$ cat src/rtl/evt_smi_pkg.sv
// Shared constants for the event status / SMI routing register bank.
// Assumes a byte-wide register bus with 8-bit addresses.
package evt_smi_pkg;
    localparam int unsigned ADDR_W   = 8;
    localparam int unsigned DATA_W   = 8;
    localparam int unsigned N_EVT    = 6;
    localparam int unsigned N_GP     = 4;
    localparam int unsigned N_TACH   = 2;
    localparam int unsigned N_HOLE   = DATA_W - N_GP - N_TACH;
    localparam logic [ADDR_W-1:0] ADDR_EN  = 8'h1A;
    localparam logic [ADDR_W-1:0] ADDR_STS = 8'h1C;
    // Writable enable positions: GP bits low, tach bits high, holes between.
    localparam logic [DATA_W-1:0] EN_MASK  =
        {{N_TACH{1'b1}}, {N_HOLE{1'b0}}, {N_GP{1'b1}}};
endpackage

$ cat src/rtl/evt_sync_edge.sv
// Two-flop synchroniser per input followed by a change detector.
// Assumes async_in may change at any time; chg pulses one cycle per level change.
module evt_sync_edge #(
    parameter int unsigned W = 6
) (
    input  logic         clk,
    input  logic         rst_n,
    input  logic [W-1:0] async_in,
    output logic [W-1:0] chg
);
    genvar g;
    generate
        for (g = 0; g < W; g++) begin : g_bit
            logic s1, s2, prev;
            // Resample the pin twice, then keep one older copy for the compare.
            always_ff @(posedge clk) begin
                if (!rst_n) begin
                    s1   <= 1'b0;
                    s2   <= 1'b0;
                    prev <= 1'b0;
                end else begin
                    s1   <= async_in[g];
                    s2   <= s1;
                    prev <= s2;
                end
            end
            // A difference between the new and the old sample marks an edge.
            assign chg[g] = s2 ^ prev;
        end
    endgenerate
endmodule

$ cat src/rtl/evt_status_bank.sv
// Sticky status bits set by edge pulses and cleared by a write-one request.
// Assumes clr is already qualified by the write strobe and address; set beats clear.
module evt_status_bank #(
    parameter int unsigned W = 6
) (
    input  logic         clk,
    input  logic         rst_n,
    input  logic [W-1:0] chg,
    input  logic [W-1:0] clr,
    output logic [W-1:0] sts
);
    genvar g;
    generate
        for (g = 0; g < W; g++) begin : g_bit
            // Update one sticky bit; an edge takes priority over a clear.
            always_ff @(posedge clk) begin
                if (!rst_n)        sts[g] <= 1'b0;
                else if (chg[g])   sts[g] <= 1'b1;
                else if (clr[g])   sts[g] <= 1'b0;
            end

            assert_edge_sets_R8: assert property (@(posedge clk) disable iff (!rst_n)
                chg[g] |=> sts[g]);
            assert_no_spurious_set_R4: assert property (@(posedge clk) disable iff (!rst_n)
                (!chg[g] && !sts[g]) |=> !sts[g]);
            assert_clear_works_R6: assert property (@(posedge clk) disable iff (!rst_n)
                (clr[g] && !chg[g]) |=> !sts[g]);
        end
    endgenerate
endmodule

$ cat src/rtl/smi_route.sv
// Gates each level source by its enable bit and merges them onto one active-low line.
// Assumes sources are synchronous levels; no latching is applied.
module smi_route #(
    parameter int unsigned W = 8
) (
    input  logic [W-1:0] en,
    input  logic [W-1:0] src,
    output logic         smi_n
);
    // Any enabled, asserted source pulls the shared line low.
    always_comb smi_n = ~|(en & src);
endmodule

$ cat src/rtl/evt_smi_regs.sv
// Register bank top: enable mask, edge status, reserved decode and SMI output.
// Assumes one-cycle write strobes; reads are combinational while reg_rd is high.
module evt_smi_regs
    import evt_smi_pkg::*;
(
    input  logic              clk,
    input  logic              rst_n,
    input  logic [ADDR_W-1:0] reg_addr,
    input  logic              reg_wr,
    input  logic              reg_rd,
    input  logic [DATA_W-1:0] reg_wdata,
    output logic [DATA_W-1:0] reg_rdata,
    input  logic [N_EVT-1:0]  evt_in,
    input  logic [N_GP-1:0]   gp_src,
    input  logic [N_TACH-1:0] tach_src,
    output logic              smi_n
);
    logic [DATA_W-1:0] en_q;
    logic [N_EVT-1:0]  chg, sts, clr;
    logic              hit_en, hit_sts;

    assign hit_en  = (reg_addr == ADDR_EN);
    assign hit_sts = (reg_addr == ADDR_STS);

    // Hold the enable mask; hole positions can never be written.
    always_ff @(posedge clk) begin
        if (!rst_n)               en_q <= '0;
        else if (reg_wr && hit_en) en_q <= reg_wdata & EN_MASK;
    end

    // Turn a status write into per-bit clear requests.
    always_comb clr = (reg_wr && hit_sts) ? reg_wdata[N_EVT-1:0] : '0;

    evt_sync_edge #(.W(N_EVT)) u_sync (
        .clk(clk), .rst_n(rst_n), .async_in(evt_in), .chg(chg)
    );

    evt_status_bank #(.W(N_EVT)) u_sts (
        .clk(clk), .rst_n(rst_n), .chg(chg), .clr(clr), .sts(sts)
    );

    smi_route #(.W(DATA_W)) u_smi (
        .en(en_q), .src({tach_src, {N_HOLE{1'b0}}, gp_src}), .smi_n(smi_n)
    );

    // Read mux: two mapped offsets, zero everywhere else and when idle.
    always_comb begin
        reg_rdata = '0;
        if (reg_rd) begin
            if (hit_en)       reg_rdata = en_q;
            else if (hit_sts) reg_rdata = {{(DATA_W-N_EVT){1'b0}}, sts};
        end
    end

    assert_idle_read_zero_R11: assert property (@(posedge clk) disable iff (!rst_n)
        !reg_rd |-> reg_rdata == '0);
    assert_unmapped_zero_R3: assert property (@(posedge clk) disable iff (!rst_n)
        (reg_rd && !hit_en && !hit_sts) |-> reg_rdata == '0);
    assert_holes_clear_R2: assert property (@(posedge clk) disable iff (!rst_n)
        (reg_wr && hit_en) |=> en_q[N_GP+N_HOLE-1:N_GP] == '0);
    assert_en_write_R1: assert property (@(posedge clk) disable iff (!rst_n)
        (reg_wr && hit_en) |=> en_q[N_GP-1:0] == $past(reg_wdata[N_GP-1:0]));
    assert_en_hold_R3: assert property (@(posedge clk) disable iff (!rst_n)
        !(reg_wr && hit_en) |=> $stable(en_q));
endmodule

$ cat config.mk
export PLATFORM = sky130hd
export DESIGN_NAME = evt_smi_regs
export DESIGN_NICKNAME = d
export VERILOG_FILES = /design/src/rtl/evt_smi_pkg.sv /design/src/rtl/evt_sync_edge.sv /design/src/rtl/evt_status_bank.sv /design/src/rtl/smi_route.sv /design/src/rtl/evt_smi_regs.sv
export SDC_FILE = /design/constraint.sdc
export NUM_CORES = 1
export LEC_CHECK = 0
export ABC_AREA = 1
export BUFFER_PORTS_ARGS = -buffer_cell sky130_fd_sc_hd__buf_2
export CORE_MARGIN = 8
export CORE_UTILIZATION = 45
export DETAILED_ROUTE_END_ITERATION = 7
export PLACE_DENSITY = 0.73
export REMOVE_ABC_BUFFERS = 1
export SYNTH_ARGS = -nofsm -noshare
export SYNTH_HDL_FRONTEND = slang
export SYNTH_SLANG_ARGS = --single-unit
$ cat constraint.sdc
create_clock -name clk -period 0.9 [get_ports clk]
set_input_delay 0.09 -clock clk [delete_from_list [all_inputs] [get_ports clk]]
set_output_delay 0.09 -clock clk [all_outputs]
set_load 0.1 [all_outputs]
# == Yosys cells after proc, flatten, opt, wreduce, memory -nomap -nowiden ==
# Index checks and enable logic that the tools add are counted.
# totals
register_bits,30
inputBits,32
rom_bits,0
memories,0
latchBits,0
mem_bits_rw,0
# classes
mul,0
bitwise_logic,7
n_div,0
n_shift,0
n_addsub,0
order_cmp,0
mux,16
n_reduce_logical,10
eq_ne,2
# op_table
op,n
8-bit by 5-bit equality test with 1-bit output (second input constant),2
8-bit two-way mux,2
1-bit two-way mux,12
6-bit two-way mux,2
2-bit nonzero test,6
8-bit bitwise AND,1
8-bit OR reduction,1
1-bit bitwise XOR,6
1-bit logical AND,2
1-bit logical NOT,1

# == Depth between registers and ports, before layout ==
# logic_depth
word_depth,5
depth_mapped,8
depth_no_buf,7

# == Cells and area by module ==
# A second synthesis with hierarchy kept.
# hier_totals
hier_cells,246
area_unflattened_um2,1579.0
# modules_own_cells
module,seq_area_each_um2,area_each_um2,cells_per_inst,instances
evt_smi_regs,120.1,644.4,110,1
evt_sync_edge,360.3,641.9,86,1
evt_status_bank,120.1,221.5,31,1
smi_route,0.0,71.3,19,1

# == Worst setup path before layout ==
# No wires, ideal clock.
# synth_timing
path_kind,reg2out
startpoint,register en_q[7]
endpoint,output smi_n
slack_ns,-1.759
t_required_ns,0.810
path_stages_with_launch,3
arrival_time_ns,2.569
path_cell_list,dfxtp_1 > a22o_1 > nor3_1
# synth_via
elab_chain_cells,3
# synth_rtl
element,line_no,rtl
from (decl),evt_smi_regs.sv:18,logic [DATA_W-1:0] en_q;
from (signal assigned),evt_smi_regs.sv:28,else if (reg_wr && hit_en) en_q <= reg_wdata & EN_MASK;
8-bit bitwise AND,smi_route.sv:11,always_comb smi_n = ~|(en & src);
8-bit OR reduction,smi_route.sv:11,
1-bit logical NOT,smi_route.sv:11,
to (decl),evt_smi_regs.sv:16,output logic smi_n
# Every way passes these cells.

# == Final worst setup path ==
# layout_timing
startpoint,register en_q[0]
endpoint,output smi_n
# Same word-level chain as after synthesis.

==> results.sh <==
export IMPL_start_util=0.456
export IMPL_syn_area_um2=1210
export IMPL_drive_gt1_frac=0.482
export IMPL_htreeDepth=2
export IMPL_diodes=0
export IMPL_drcViolationCount=0
export IMPL_crit_start="en_q[0]"
export IMPL_grt_overflow=0
export IMPL_worstHoldPathType="in2reg"
export IMPL_final_nets=253
export IMPL_die_area_um2=4620
export IMPL_viasPerCell=4.89
export IMPL_die_w_um=68.0
export IMPL_grt_max_degree=19
export IMPL_hold_violations=0
export IMPL_max_freq_mhz=690
export IMPL_fin_ws_ns=-0.549
export IMPL_use_met3=0.0589
export IMPL_antenna_found_initial=0
export IMPL_critical_path_class="reg2out"
export IMPL_cts_buffer_depth=2
export IMPL_end_kind="output pin"
export IMPL_use_met2=0.264
export IMPL_gr_usage_met1=0.141
export IMPL_crit_required_ns=0.81
export IMPL_vias=1238
export IMPL_power_density_nw_per_um2=1240
export IMPL_finalCritPeriodShare=1.61
export IMPL_drt_iter0_drc=90
export IMPL_slowest_delay_ns=0.33
export IMPL_synth_ff_latch_count=30
export IMPL_min_period_ns=1.45
export IMPL_drv_slew=0
export IMPL_setup_violations=15
export IMPL_area_growth_pct=65.7
export IMPL_core_um2=2660
export IMPL_clockRootBuffer="clkbuf_4"
export IMPL_min_delay_start="reg_wdata[7]"
export IMPL_arrival_ns=1.36
export IMPL_yosysSeqAreaShare=0.494
export IMPL_violations="setup timing"
export IMPL_place_ws_ns=-0.377
export IMPL_path_buf_inv=2
export IMPL_power_mw=2.49
export IMPL_finClkSkew_ns=0.00418
export IMPL_path_cells="a22o_1, nor3_2, buf_4, buf_12"
export IMPL_finalNonFillerCells=253
export IMPL_slew_headroom=0.729
export IMPL_drt_pass1_iterations=4
export IMPL_crit_path_top_delay_cell="dfxtp_2"
export IMPL_dpl_hpwl_mm=2.22
export IMPL_crit_family="flip-flops"
export IMPL_path_max_fanout=2
export IMPL_ios=41
export IMPL_gr_max_usage_layer="met2"
export IMPL_grt_pass1_vias=1263
export IMPL_ir_drop_mv=1.32
export IMPL_cp_start_kind="flop"
export IMPL_clock_latency_ns=0.31
export IMPL_rows=19
export IMPL_gr_usage_all_layers=0.150
export IMPL_rsz0062_at_grt="yes"
export IMPL_ant_nets=0
export IMPL_r2r_start="en_q[7]"
export IMPL_power_leakage_nw=0.949
export IMPL_io_buffer_count=40
export IMPL_clock_sinks=30
export IMPL_syn_avg_cell_area_um2=7.79
export IMPL_syn_inst=156
export IMPL_ys_warn_count=0
export IMPL_drv_cap=0
export IMPL_cts_buffers=5
export IMPL_place_inst=230
export IMPL_die_h_um=68.0
export IMPL_wl_mm=3.57
export IMPL_cts_reportedPaths_clkPinSlew_ns=0.09
export IMPL_status="finished with violations"
export IMPL_tritoncts="done"
export IMPL_worst_pin_slew_ns=0.405
export IMPL_yosys_cell_types_count=19
export IMPL_grt_pass1_wl_mm=5.22
export IMPL_routedWlPerCell_um=14.1
export IMPL_gp_congestion=0.823
power breakdown:
group / internal, mW / total (mW) / switching [mW]
clock: 0.375 / 0.817 / 0.442
sequential: 1.38 / 1.41 / 0.0277
combinational: 0.130 / 0.266 / 0.136
total: 1.89 / 2.49 / 0.605
kinds of logic (layout without fill, tap and decap cells):
kind of cell	Yosys count	after routing	share of synthesized area
compound gates	19	19	0.0875
flops	30	30	0.494
buf+inv	32	98	0.116
simple gates	69	69	0.258
xor+xnor	6	6	0.0433
per-stage QoR:
| stage | area, um2 | setup TNS [ns] | utilization | hold WS (ns) |
|---|---|---|---|---|
| 2_1_floorplan | 1170 | -11.11 | - | 0.183 |
| 3_3_place_gp | 1610 | -4.45 | 0.606 | 0.271 |
| 3_5_place_dp | 1610 | -5.28 | 0.606 | 0.276 |
| 4_1_cts | 1910 | -3.09 | 0.716 | 0.0230 |
| 5_1_grt | 2010 | -3.99 | 0.756 | 0.0149 |
| 6_report | 2010 | -3.32 | 0.756 | 0.0399 |
what timing repair did:
action                     in CTS  in global routing
setup endpoints to repair       9                 18
buffers inserted                6                  4
pin swaps                      12                 10
hold buffers                    6                  0
hold endpoints to repair        6                  0
gates resized for setup        41                 18
state kept, by name, indices dropped and copies added (netlist names):
register and flops:
u_sync.g_bit.prev 6, u_sts.sts 6, en_q 6, u_sync.g_bit.s1 6, u_sync.g_bit.s2 6
area by class of cell:
cell class / count / area [um2]
Multi-Input combinational cell: 94 / 619
Clock inverter: 2 / 12.5
Tap cell: 31 / 38.8
Timing Repair Buffer: 64 / 576
Inverter: 26 / 103
Fill cell: 177 / 649
Clock buffer: 6 / 51.3
Sequential cell: 30 / 613
cell usage after synthesis:
cell type / number / area share
nand2_1: 44 / 0.14
dfxtp_1: 30 / 0.49
inv_1: 26 / 0.080
a21oi_1: 16 / 0.066
nand3_1: 12 / 0.049
xnor2_1: 6 / 0.043
nor2_1: 4 / 0.012
a22o_1: 3 / 0.022
nor2_2: 3 / 0.015
buf_2: 2 / 0.0082
buf_6: 2 / 0.019
buf_4: 1 / 0.0062
clkbuf_1: 1 / 0.0031
nand2_2: 1 / 0.0052
nand3_2: 1 / 0.0082
nand4_2: 1 / 0.010
nor2_4: 1 / 0.0093
nor3_1: 1 / 0.0041
nor3_2: 1 / 0.0082
metal layers:
| metal | wire length (um) | up-vias | part of all wire |
|---|---|---|---|
| li1 | - | 608 | - |
| met2 | 1690 | 66 | 0.47 |
| met3 | 290 | 17 | 0.081 |
| met1 | 1460 | 547 | 0.41 |
| met5 | 0 | - | 0 |
| met4 | 142 | 0 | 0.040 |
cell usage in the layout, fill, tap and decap left out, types with 3 or more instances in the layout:
master and count:
nand2_1 35, nor2_4 7, a22o_1 3, buf_6 10, a21oi_2 3, nand2_4 3, buf_4 11, dfxtp_2 10
clkbuf_4 5, buf_12 9, xnor2_1 6, dfxtp_1 20, buf_2 28, nand3_1 10, nand2_2 7, dlygate4sd3_1 6
inv_1 23, a21oi_1 11
final timing paths:
| check | slack (ns) | depth (start not counted) | endpoint |
|---|---|---|---|
| setup / recovery | -0.55 | 4 | smi_n |
| hold / removal | 0.04 | 3 | en_q[7] |
| setup reg to reg | 0.07 | 4 | en_q[7] |
| hold reg to reg | 0.42 | 2 | u_sync.g_bit[0].s2 |
worst register-to-register path, cell delays in order, from the launching register on:
cell     delay (ns)
dfxtp_2        0.34
buf_6          0.12
buf_4          0.12
nand2_1        0.06
a21oi_1        0.07
No activity file was read; power rests on OpenSTA's default activity.
